[src/rtl/pwr_mode_pkg.sv]
package pwr_mode_pkg;
  localparam int REG_W   = 8;
  localparam int B_BAUD  = 7;
  localparam int B_FESEL = 6;
  localparam int B_BOF   = 5;
  localparam int B_POF   = 4;
  localparam int B_GP1   = 3;
  localparam int B_GP0   = 2;
  localparam int B_PD    = 1;
  localparam int B_IDL   = 0;
  localparam logic [REG_W-1:0] POR_VAL = 8'h30;
  localparam logic [REG_W-1:0] BOR_VAL = 8'h20;

  typedef enum logic [1:0] {ST_RUN, ST_IDLE, ST_PDOWN, ST_WAKE} pm_state_e;
  typedef enum logic [1:0] {RC_NONE, RC_POR, RC_BOR, RC_OTHER} rst_cause_e;
endpackage

[src/rtl/pwr_evt.sv]
module pwr_evt
  import pwr_mode_pkg::*;
(
  input  logic       por_i,
  input  logic       ext_rst_i,
  input  logic       wdt_ovf_i,
  input  logic       bo_event_i,
  input  logic       bo_dis_i,
  input  logic       bo_irq_mode_i,
  input  logic       bo_irq_en_i,
  input  logic       irq_req_i,
  input  logic       irq_prio_hi_i,
  output rst_cause_e cause_o,
  output logic       bo_flag_o,
  output logic       bo_irq_o,
  output logic       wake_idle_o,
  output logic       wake_pd_o
);
  logic bo_live, bo_rst;

  assign bo_live   = bo_event_i & ~bo_dis_i;
  assign bo_rst    = bo_live & ~bo_irq_mode_i;
  assign bo_flag_o = bo_live & bo_irq_mode_i;
  assign bo_irq_o  = bo_flag_o & bo_irq_en_i;

  // power-on > brownout > other sources
  always_comb begin
    if (por_i)                       cause_o = RC_POR;
    else if (bo_rst)                 cause_o = RC_BOR;
    else if (ext_rst_i || wdt_ovf_i) cause_o = RC_OTHER;
    else                             cause_o = RC_NONE;
  end

  assign wake_idle_o = irq_req_i | bo_irq_o;
  assign wake_pd_o   = (irq_req_i & irq_prio_hi_i) | bo_irq_o;
endmodule

[src/rtl/pwr_reg.sv]
module pwr_reg
  import pwr_mode_pkg::*;
(
  input  logic             clk_i,
  input  logic             rst_ni,
  input  rst_cause_e       cause_i,
  input  logic             wr_i,
  input  logic [REG_W-1:0] wdata_i,
  input  logic             bo_flag_i,
  input  logic             clr_pd_i,
  input  logic             clr_idl_i,
  output logic [REG_W-1:0] q_o
);
  logic [REG_W-1:0] q, d;

  always_comb begin
    d = q;
    unique case (cause_i)
      RC_POR:   d = POR_VAL;
      RC_BOR:   d = BOR_VAL;
      RC_OTHER: d = '0;
      default: begin
        if (wr_i) begin
          d[B_BAUD]  = wdata_i[B_BAUD];
          d[B_FESEL] = wdata_i[B_FESEL];
          d[B_GP1]   = wdata_i[B_GP1];
          d[B_GP0]   = wdata_i[B_GP0];
          d[B_BOF]   = q[B_BOF] & wdata_i[B_BOF];  // software may only clear
          d[B_POF]   = q[B_POF] & wdata_i[B_POF];
          d[B_PD]    = wdata_i[B_PD];
          d[B_IDL]   = wdata_i[B_IDL] & ~wdata_i[B_PD];
        end
        if (bo_flag_i) d[B_BOF] = 1'b1;
        if (clr_pd_i)  d[B_PD]  = 1'b0;
        if (clr_idl_i) d[B_IDL] = 1'b0;
      end
    endcase
  end

  always_ff @(posedge clk_i or negedge rst_ni) begin
    if (!rst_ni) q <= POR_VAL;
    else         q <= d;
  end

  assign q_o = q;
endmodule

[src/rtl/pwr_fsm.sv]
module pwr_fsm
  import pwr_mode_pkg::*;
#(
  parameter int XTAL_CYC = 1024,
  parameter int RC_CYC   = 256
) (
  input  logic      clk_i,
  input  logic      rst_ni,
  input  logic      rst_evt_i,
  input  logic      go_pd_i,
  input  logic      go_idl_i,
  input  logic      wake_idle_i,
  input  logic      wake_pd_i,
  input  logic      xtal_i,
  output pm_state_e state_o
);
  localparam int MAX_CYC = (XTAL_CYC > RC_CYC) ? XTAL_CYC : RC_CYC;
  localparam int CW      = $clog2(MAX_CYC) + 1;
  localparam logic [CW-1:0] XTAL_LD = CW'(XTAL_CYC - 1);
  localparam logic [CW-1:0] RC_LD   = CW'(RC_CYC - 1);

  pm_state_e state, nxt;
  logic [CW-1:0] cnt;

  always_comb begin
    nxt = state;
    unique case (state)
      ST_RUN:   if (go_pd_i) nxt = ST_PDOWN; else if (go_idl_i) nxt = ST_IDLE;
      ST_IDLE:  if (wake_idle_i) nxt = ST_RUN;
      ST_PDOWN: if (wake_pd_i) nxt = ST_WAKE;
      ST_WAKE:  if (cnt == '0) nxt = ST_RUN;
      default:  nxt = ST_RUN;
    endcase
    if (rst_evt_i) nxt = ST_RUN;
  end

  always_ff @(posedge clk_i or negedge rst_ni) begin
    if (!rst_ni) begin
      state <= ST_RUN;
      cnt   <= '0;
    end else begin
      state <= nxt;
      if (state == ST_PDOWN && nxt == ST_WAKE) cnt <= xtal_i ? XTAL_LD : RC_LD;
      else if (state == ST_WAKE && cnt != '0)  cnt <= cnt - 1'b1;
    end
  end

  assign state_o = state;
endmodule

[src/rtl/pwr_mode_ctrl.sv]
module pwr_mode_ctrl
  import pwr_mode_pkg::*;
#(
  parameter int XTAL_CYC = 1024,
  parameter int RC_CYC   = 256
) (
  input  logic             clk_i,
  input  logic             rst_ni,
  input  logic             por_i,
  input  logic             ext_rst_i,
  input  logic             wdt_ovf_i,
  input  logic             bo_event_i,
  input  logic             bo_dis_i,
  input  logic             bo_irq_mode_i,
  input  logic             bo_irq_en_i,
  input  logic             irq_req_i,
  input  logic             irq_prio_hi_i,
  input  logic             osc_xtal_i,
  input  logic             reg_we_i,
  input  logic [REG_W-1:0] reg_wdata_i,
  output logic [REG_W-1:0] reg_rdata_o,
  output logic             cpu_clk_en_o,
  output logic             osc_en_o,
  output logic             rst_req_o,
  output logic             bo_irq_o
);
  rst_cause_e cause;
  pm_state_e  state;
  logic bo_flag, bo_irq, wake_idle, wake_pd, rst_evt, run, wr;
  logic rst_req_q, bo_irq_q;

  pwr_evt u_evt (
    .por_i, .ext_rst_i, .wdt_ovf_i, .bo_event_i, .bo_dis_i,
    .bo_irq_mode_i, .bo_irq_en_i, .irq_req_i, .irq_prio_hi_i,
    .cause_o(cause), .bo_flag_o(bo_flag), .bo_irq_o(bo_irq),
    .wake_idle_o(wake_idle), .wake_pd_o(wake_pd)
  );

  assign rst_evt = (cause != RC_NONE);
  assign run     = (state == ST_RUN);
  assign wr      = reg_we_i & run;

  pwr_fsm #(.XTAL_CYC(XTAL_CYC), .RC_CYC(RC_CYC)) u_fsm (
    .clk_i, .rst_ni,
    .rst_evt_i  (rst_evt),
    .go_pd_i    (wr & reg_wdata_i[B_PD]),
    .go_idl_i   (wr & reg_wdata_i[B_IDL]),
    .wake_idle_i(wake_idle),
    .wake_pd_i  (wake_pd),
    .xtal_i     (osc_xtal_i),
    .state_o    (state)
  );

  pwr_reg u_reg (
    .clk_i, .rst_ni,
    .cause_i  (cause),
    .wr_i     (wr),
    .wdata_i  (reg_wdata_i),
    .bo_flag_i(bo_flag),
    .clr_pd_i (state == ST_PDOWN && wake_pd),
    .clr_idl_i(state == ST_IDLE && wake_idle),
    .q_o      (reg_rdata_o)
  );

  always_ff @(posedge clk_i or negedge rst_ni) begin
    if (!rst_ni) begin
      rst_req_q <= 1'b0;
      bo_irq_q  <= 1'b0;
    end else begin
      rst_req_q <= rst_evt;
      bo_irq_q  <= bo_irq;
    end
  end

  assign rst_req_o    = rst_req_q;
  assign bo_irq_o     = bo_irq_q;
  assign cpu_clk_en_o = run;
  assign osc_en_o     = (state != ST_PDOWN);
endmodule

[config.mk]
export PLATFORM = sky130hd
export DESIGN_NAME = pwr_mode_ctrl
export DESIGN_NICKNAME = d
export VERILOG_FILES = /design/src/rtl/pwr_mode_pkg.sv /design/src/rtl/pwr_evt.sv /design/src/rtl/pwr_reg.sv /design/src/rtl/pwr_fsm.sv /design/src/rtl/pwr_mode_ctrl.sv
export SDC_FILE = /design/constraint.sdc
export NUM_CORES = 1
export LEC_CHECK = 0
export BUFFER_PORTS_ARGS = -buffer_cell sky130_fd_sc_hd__buf_2
export CORE_ASPECT_RATIO = 0.9
export CORE_MARGIN = 2
export CORE_UTILIZATION = 47
export DETAILED_ROUTE_END_ITERATION = 7
export PLACE_DENSITY_LB_ADDON = 0.25
export SYNTH_ARGS = -nofsm -noshare
export SYNTH_HDL_FRONTEND = slang
export SYNTH_SLANG_ARGS = --single-unit
[constraint.sdc]
create_clock -name clk_i -period 1.6 [get_ports clk_i]
set_input_delay 0.24 -clock clk_i [delete_from_list [all_inputs] [get_ports clk_i]]
set_output_delay 0.24 -clock clk_i [all_outputs]
set_load 0.05 [all_outputs]
Word-level counts from Yosys, hierarchy flattened --
Index checks and enable logic that the tools add are counted.
Word-level totals: register bits after elaboration 23, input bits 21, output and inout port bits 12, word-level logic and storage cells 65
Operators by class: $add $sub $neg 1, equality and inequality tests 8, mux-type cells 18, bitwise gates (word level) 16, reduce and logical (&&, ||, !) cells 14
Operators with widths (number):
- case mux 8 bit (3 select lines) | 1
- 2-to-1 mux 11 bit | 2
- 2-to-1 mux 2 bit | 9
- nonzero test 5 bit | 3
- bitwise AND 1 bit | 11
- zero test 11 bit | 1
- nonzero test 11 bit | 1
- subtractor 11 x 1 -> 11 bit (second input constant) | 1
- equality test 2 bit (second input constant) | 5
- 2-to-1 mux 10 bit | 1
- 2-to-1 mux 8 bit | 1
- case mux 2 bit (4 select lines) | 1
- equality test 2 x 1 -> 1 bit (second input constant) | 2
- logical AND 1 bit | 4
- nonzero test 2 bit | 2
- nonzero test 4 bit | 1
- 2-to-1 mux 1 bit | 3
- inverter 1 bit | 3
- zero test 2 bit | 1
- != test 2 bit (second input constant) | 1
- bitwise OR 1 bit | 2
- logical OR 1 bit | 1

Depth between registers and ports, before layout --
Gate-level depths: netlist of run 1.
depth after elaboration 11, gate-level depth with buffers 9

Hierarchy --
Synthesis of run 1 repeated with hierarchy kept, for this count alone.
Unflattened totals: cell total of the unflattened synthesis 143, area total of the unflattened synthesis 1336.3 sq um
By module, submodules not included:
- pwr_fsm | instances 1, cells each 77, area an instance 718.2 sq um
- pwr_reg | instances 1, cells each 45, area an instance 429.2 sq um
- pwr_mode_ctrl | instances 1, cells each 10, area an instance 118.9 sq um
- pwr_evt | instances 1, cells each 11, area an instance 70.1 sq um

Worst setup path after synthesis of run 1 --
Ideal clock, no wire load.
path type register -> register, from reg u_fsm.state[0], in the netlist u_fsm.state_o[0], to reg u_reg.q[0], in the netlist u_reg.q_o[0], library setup time 0.077 ns, data arrival time 2.049 ns, data required time 1.523 ns, slack -0.527 ns, stages on the path, launching flop included 5, path buffers 0, period minus slack after synthesis 2.127 ns, cells stage by stage dfrtp_1 -> nor2_1 -> a211oi_2 -> or4b_1 -> a21oi_1
On the way: elaborated cells on any way between the ends 7, those cells by class eq/ne (1); mux (2); bitwise (1); reduce/logical (3)
RTL lines:
- start, declared | RTL line pwr_fsm.sv:22 | pm_state_e state, nxt;
- start signal, assigned | RTL line pwr_fsm.sv:42 | state <= nxt;
- zero test 2 bit | RTL line pwr_mode_ctrl.sv:40 | assign run = (state == ST_RUN);
- via cpu_clk_en_o | RTL line pwr_mode_ctrl.sv:22 | output logic cpu_clk_en_o,
- bitwise AND 1 bit | RTL line pwr_mode_ctrl.sv:41 | assign wr = reg_we_i & run;
- nonzero test 5 bit (no line)
- end signal, assigned | RTL line pwr_reg.sv:41 | if (!rst_ni) q <= POR_VAL;
- end signal, assigned | RTL line pwr_reg.sv:42 | else q <= d;
- end, declared | RTL line pwr_reg.sv:14 | logic [REG_W-1:0] q, d;
The timed path passes the listed nets, and every way through them passes these cells. A chain may end at the register's enable or synchronous reset.

Worst setup path after layout of run 1 --
from reg u_fsm.cnt[4], to reg u_fsm.cnt[7]
On the way: word-level cells in the longest chain between the ends 7, elaborated cells on any way between the ends 12, those cells by class add/sub (1); eq/ne (1); mux (5); reduce/logical (5)
RTL lines:
- start, declared | RTL line pwr_fsm.sv:23 | logic [CW-1:0] cnt;
- start signal, assigned | RTL line pwr_fsm.sv:43 | if (state == ST_PDOWN && nxt == ST_WAKE) cnt <= xtal_i ? XTAL_LD : RC_LD;
- start signal, assigned | RTL line pwr_fsm.sv:44 | else if (state == ST_WAKE && cnt != '0) cnt <= cnt - 1'b1;
- zero test 11 bit | RTL line pwr_fsm.sv:31 | ST_WAKE: if (cnt == '0) nxt = ST_RUN;
- 2-to-1 mux 2 bit | RTL line pwr_fsm.sv:31
- case mux 2 bit (4 select lines) | RTL line pwr_fsm.sv:27 | unique case (state)
- 2-to-1 mux 2 bit | RTL line pwr_fsm.sv:34 | if (rst_evt_i) nxt = ST_RUN;
- equality test 2 bit | RTL line pwr_fsm.sv:43
- logical AND 1 bit | RTL line pwr_fsm.sv:43
- 2-to-1 mux 11 bit / nonzero test 2 bit (equally long branches)
Parallel ways exist; a longest one is shown, timed or not. The select of a mux whose other input is x is not followed.

==> flow_metrics.py, run 1 <==
metrics = {
    "outcome": {
        "status": "finished, violations left",
        "failed_checks": "negative setup slack",
    },
    "place": {
        "place.gp.congestion": 0.851,
        "dpl.hpwl_mm": 2.26,
        "buffer_ports.inserted": 32,
        "dpl-instance-area_um2": 1680,
    },
    "synthesis": {
        "async_reset_ff_frac": 1.00,
        "synth_fp_nets": 167,
        "synth_enable_flop_cells": 0,
        "synth-seq-area-share": 0.439,
        "yosys_most_used_dff": "dfrtp_1",
        "synthesis.instances": 141,
        "syn_avg_cell_area_um2": 9.34,
        "number_of_synthesis_warnings": 0,
        "distinct_cell_type_count_of_the_synthesized_netlist": 44,
        "post_synthesis_sequential_element_count": 23,
        "post_synth_instance_area_um2": 1320,
    },
    "sta": {
        "post-route-min-period_ns": 1.67,
        "setup-violations-final": 7,
        "fin_hold_ws_ns": 0.154,
        "final-max-slew-violation-count": 0,
        "finalWorstSetupSlack_ns": -0.0728,
        "worst_pin_slew_ns": 0.514,
        "rsz0062_at_grt": "true",
        "setup-tns-final_ns": -0.301,
        "max_freq_mhz": 598,
        "layout_worst_path_cycle_share": 1.05,
        "slew-limit-headroom": 0.657,
        "final-hold-violation-count": 0,
        "skew_ns": 0.000961,
    },
    "floorplan": {
        "fp.dieW_um": 59.8,
        "coreArea_um2": 2700,
        "chipHeight_um": 54.2,
        "die_area_um2": 3240,
        "ios": 33,
        "floorplan.initialDensity": 0.488,
        "std_cell_rows": 18,
    },
    "drt": {
        "vias_per_cell": 5.64,
        "post-route-drc-count": 0,
        "num_vias": 1326,
        "drtPass1Iterations": 4,
        "wire_length_per_cell_after_detailed_routing_um": 15.0,
        "drt-initial-drc-count": 64,
        "routed_wl_mm": 3.51,
        "postRouteAntennaNets": 0,
    },
    "final_layout": {
        "design.final.nets": 232,
        "layout.cell_area.non_filler_um2": 1980,
        "layout-drive-gt1-share": 0.527,
        "area_delta_synth_final_pct": 50.1,
        "antenna_cells": 0,
    },
    "power": {
        "cellPowerDensity_nw_per_um2": 598,
        "peakVddDrop_mv": 0.500,
        "total_switching_power_mw": 0.362,
        "share_clk_of_total_power": 0.238,
        "leakage_nw": 0.846,
        "switching_share": 0.306,
        "share_seq_of_total_power": 0.527,
        "p_comb_frac": 0.235,
        "internal_power_mw": 0.822,
    },
    "cts": {
        "clk_root_buffer_cell": "clkbuf_4",
        "clk_pin_slew_worst_paths_ns": 0.13,
        "clkSinkCount": 23,
        "cts_max_level": 1,
        "clock_tree.buffer_depth": 2,
        "tritoncts.num_buffers": 3,
        "insertion_delay_ns": 0.31,
        "cts_tree": "built",
    },
    "global_route": {
        "grt_first_pass_wirelength_mm": 5.11,
        "number_of_global_route_vias_before_repair": 1187,
        "grt_start_max_net_pins": 24,
        "grt_remaining_overflow": 0,
        "antenna_found_initial": 0,
        "global_route.usage.total": 0.210,
    },
    "worst_setup_path": {
        "timing.critical_path.arrival_ns": 1.93,
        "worstSetupPathType": "reg2reg",
        "capturing_element_type_of_the_critical_path": "register",
        "timing.critical_path.from_type": "register",
        "critPathRequiredTime_ns": 1.86,
        "critical_path_peak_fanout": 5,
    },
    "worst_hold_path": {
        "holdCritPathClass": "in2reg",
    },
    "flow_run": {
        "drv.max_cap_violation_count": 0,
    },
}
## repair_timing
action,CTS,global route
cloned,1,0
pin swaps,11,14
setup endpoints to repair,16,21
gates resized for setup,15,34
endpoints found under the hold margin,21,0
setup buffers,6,3
hold buffers,1,0
## path summary, 6_finish.rpt
kind / from / endpoint / slack [ns] / cells after the start
max reg2reg: u_fsm.cnt[4] / u_fsm.cnt[7] / -0.07 / 4
min in group asynchronous: rst_ni / u_reg.q_o[6] / 0.42 / 2
max: u_fsm.cnt[4] / u_fsm.cnt[7] / -0.07 / 4
max in group asynchronous: rst_ni / u_fsm.state_o[0] / 0.81 / 2
min: reg_wdata_i[3] / u_reg.q_o[3] / 0.15 / 3
min reg2reg: u_reg.q_o[3] / u_reg.q_o[3] / 0.50 / 2
## cells in the final DEF, fill, tap and decap left out, types with 3 or more instances in the layout
master	n
or3_1	3
inv_2	4
ha_4	3
nor2_1	10
inv_1	6
nand2_2	5
buf_6	7
xnor2_1	3
nand3_1	3
a21oi_1	10
clkbuf_4	4
nor3_2	3
dfrtp_1	20
o21ai_2	5
o21ai_0	3
nand2b_1	4
buf_2	28
nand2_1	10
buf_4	26
## kinds of logic (layout without fill, tap and decap cells)
kind of cell	after synthesis	count (layout)	synth area share
and+or+nand+nor	59	59	0.255
AOI/OAI and AO/OA	37	37	0.189
xor gates and xnor gates	3	3	0.0199
adders and majority gates	5	5	0.0475
buffers and inverters	14	78	0.0503
DFF	23	23	0.439
## power by group through the flow
| stage | registers, mW | logic, mW | clock network, mW |
|---|---|---|---|
| final | 0.624 | 0.278 | 0.282 |
| after global routing | 0.627 | 0.300 | 0.307 |
| after CTS | 0.622 | 0.248 | 0.275 |
| after detailed placement | 0.633 | 0.223 | 0 |
| after global placement | 0.632 | 0.218 | 0 |
| after floorplan | 0.689 | 0.0805 | 0 |
## synth_stat cells, drive strengths merged (3+ instances only)
master,count,area share
nor3,4,0.023
nor2,11,0.031
nand2,15,0.043
ha,5,0.047
nand3,3,0.011
inv,10,0.028
o21ai,9,0.034
and3,3,0.015
buf,3,0.011
dfrtp,21,0.40
a21oi,12,0.046
or3,5,0.028
xnor2,3,0.020
nand2b,4,0.019
## per-stage QoR
stage / util / power [mW] / worst slack, ns / cells
after global routing: 0.732 / 1.23 / -0.123 / 235
after global placement: 0.623 / 0.850 / -0.405 / 220
final: 0.732 / 1.18 / -0.0728 / 235
after CTS: 0.683 / 1.15 / -0.0582 / 232
after floorplan: - / 0.769 / -0.285 / 141
after detailed placement: 0.623 / 0.856 / -0.444 / 220
## worst max-delay path, cell delays in order (launching register included)
cell	delay [ns]
dfrtp_1	0.45
or3_4	0.37
or3_1	0.38
or3_1	0.35
nand3_1	0.07
## metal layers
| layer | global-route usage | part of all wire |
|---|---|---|
| met5 | 0 | 0 |
| met4 | 0.0519 | 0.0091 |
| met1 | 0.271 | 0.45 |
| met2 | 0.371 | 0.50 |
| met3 | 0.0307 | 0.040 |
## layout make-up
cell class                      instances  area [µm²]
Clock buffer                            4        26.3
Fill cell                             194         724
Inverter                               10        37.5
Multi-Input combinational cell        104         846
Sequential cell                        23         579
Tap cell                               30        37.5
Timing Repair Buffer                   64         452
## registers in the layout (all words and copies together) (netlist names)
name and cells:
u_reg.q_o 8, u_fsm.state_o 2, bo_irq_o 1, u_fsm.cnt 11
rst_req_o 1
Power figures use the tool's default switching activity.
==> run 2: changes to the inputs <==
Settings changed: CELL_PAD_IN_SITES_DETAIL_PLACEMENT set to 1, CELL_PAD_IN_SITES_GLOBAL_PLACEMENT set to 2, CORE_MARGIN 2 to not set, CORE_UTILIZATION 47 to 28.
==> flow_metrics.py, run 2 (synthesis gave the netlist of run 1 again) <==
metrics = {
    "sta": {
        "final-hold-violation-count": 0,
        "worst_pin_slew_ns": 0.545,
        "rsz0062_at_grt": "true",
        "setup-tns-final_ns": -0.582,
        "setup-violations-final": 9,
        "fin_hold_ws_ns": 0.207,
        "final-max-slew-violation-count": 0,
        "layout_worst_path_cycle_share": 1.08,
        "slew-limit-headroom": 0.637,
        "finalWorstSetupSlack_ns": -0.136,
        "post-route-min-period_ns": 1.74,
        "skew_ns": 0.00946,
        "max_freq_mhz": 576,
    },
    "global_route": {
        "globalRouteMet1Util": 0.200,
        "antenna_found_initial": 0,
        "grt_first_pass_wirelength_mm": 6.44,
        "number_of_global_route_vias_before_repair": 1366,
        "grt_busiest_layer": "met2",
        "met2_usage": 0.331,
        "grt_start_max_net_pins": 24,
        "met3_usage": 0.0242,
        "global_route.usage.total": 0.172,
        "grt_remaining_overflow": 0,
    },
    "worst_hold_path": {
        "hold_path_startpoint": "reg_wdata_i[7]",
        "holdCritPathClass": "in2reg",
    },
    "floorplan": {
        "chipHeight_um": 67.1,
        "ios": 33,
        "std_cell_rows": 23,
        "coreArea_um2": 4490,
        "fp.dieW_um": 74.3,
        "floorplan.initialDensity": 0.293,
        "die_area_um2": 4980,
    },
    "drt": {
        "postRouteAntennaNets": 0,
        "wire_length_per_cell_after_detailed_routing_um": 15.0,
        "drtPass1Iterations": 4,
        "num_vias": 1301,
        "drt-initial-drc-count": 25,
        "post-route-drc-count": 0,
        "vias_per_cell": 4.93,
        "routed_wl_mm": 3.97,
    },
    "place": {
        "dpl-instance-area_um2": 1700,
        "pre_cts_slack_ns": -0.458,
        "buffer_ports.inserted": 32,
        "dp_cells": 250,
        "dpl.hpwl_mm": 2.86,
        "place.gp.congestion": 0.781,
    },
    "worst_setup_path": {
        "path_cells": "buf_6 -> or3b_4 -> a21o_1 -> ha_4 -> a211oi_4 -> or4b_1 -> a21oi_1",
        "cpPeakStageDelay_ns": 0.47,
        "critPathRequiredTime_ns": 1.80,
        "worstSetupPathType": "in2reg",
        "capturing_element_type_of_the_critical_path": "register",
        "cp.buffers_inverters": 1,
        "timing.critical_path.arrival_ns": 1.93,
        "cp_top_family": "simple AND/OR/NAND/NOR gates",
        "critPathLaunch": "bo_dis_i",
        "cp_slowest_cell": "or4b_1",
        "timing.critical_path.from_type": "input port",
        "start_of_the_worst_register_to_register_path": "u_fsm.cnt[1]",
        "critical_path_peak_fanout": 3,
    },
    "cts": {
        "cts_tree": "built",
        "clk_pin_slew_worst_paths_ns": 0.09,
        "insertion_delay_ns": 0.27,
        "clock_tree.buffer_depth": 2,
        "cts_max_level": 1,
        "clk_root_buffer_cell": "clkbuf_8",
        "clkSinkCount": 23,
        "tritoncts.num_buffers": 3,
    },
    "final_layout": {
        "area_delta_synth_final_pct": 50.0,
        "antenna_cells": 0,
        "design.final.nets": 229,
        "top_register": "u_fsm.cnt",
        "mostFrequentLayoutCell": "buf_2",
        "layout.cells.most_common_list": "buf_2, buf_4, dfrtp_1",
        "instances_no_fill": 264,
        "postLayoutCoreUtil": 0.440,
        "largest_register_ff_count": 11,
        "layout.cell_area.non_filler_um2": 1980,
        "layout-drive-gt1-share": 0.490,
    },
    "power": {
        "cellPowerDensity_nw_per_um2": 648,
        "power_mw": 1.28,
        "peakVddDrop_mv": 0.317,
        "leakage_nw": 0.834,
    },
    "outcome": {
        "failed_checks": "negative setup slack",
        "status": "finished, violations left",
    },
    "flow_run": {
        "drv.max_cap_violation_count": 0,
    },
}
run 2: cell types whose count changed in the layout (fill, tap and decap cells not counted), moves of 2 or more:
cell and delta:
nand2_2 -2, buf_6 -2, buf_2 +2, inv_2 -2, clkbuf_8 +3, clkbuf_4 -3, nand2_1 +2, buf_4 -2
run 2: timing repair:
item,CTS,global route
pin swaps,14,8
cloned,1,0
endpoints found under the hold margin,21,0
gates resized for setup,14,28
setup endpoints to repair,15,19
buffers inserted,5,5
hold buffers,1,0
run 2: layout make-up:
class	count	area, µm²
Fill cell	549	2510
Clock inverter	1	5.00
Clock buffer	3	41.3
Sequential cell	23	579
Inverter	10	40.0
Multi-Input combinational cell	104	830
Timing Repair Buffer	61	404
Tap cell	62	77.6
run 2: power by group:
group,leakage (nW),internal [mW],switching [mW]
Clock,0.0255,0.174,0.208
Combinational,0.558,0.112,0.164
Sequential,0.250,0.608,0.0142
Total,0.834,0.894,0.386
run 2: worst paths after layout:
path	slack, ns	to	depth (start not counted)
worst max-delay path	-0.14	u_reg.q_o[0]	7
max in group asynchronous	0.71	u_fsm.state_o[0]	2
worst min register to register	0.50	u_reg.q_o[4]	2
worst max register to register	-0.03	u_fsm.cnt[9]	4
min in group asynchronous	0.50	u_fsm.cnt[10]	2
worst min-delay path	0.21	u_reg.q_o[7]	3
run 2: routing by layer:
| layer | share of wire | vias up |
|---|---|---|
| met5 | 0 | - |
| met4 | 0.0071 | 0 |
| met3 | 0.020 | 4 |
| met2 | 0.53 | 19 |
| met1 | 0.44 | 650 |
| li1 | - | 628 |
run 2: worst min-delay path, delay by kind of cell:
family / cells / cell delay (ns)
AOI/OAI and AO/OA: 1 / 0.06
and+or+nand+nor: 1 / 0.04
buffers and inverters: 1 / 0.10
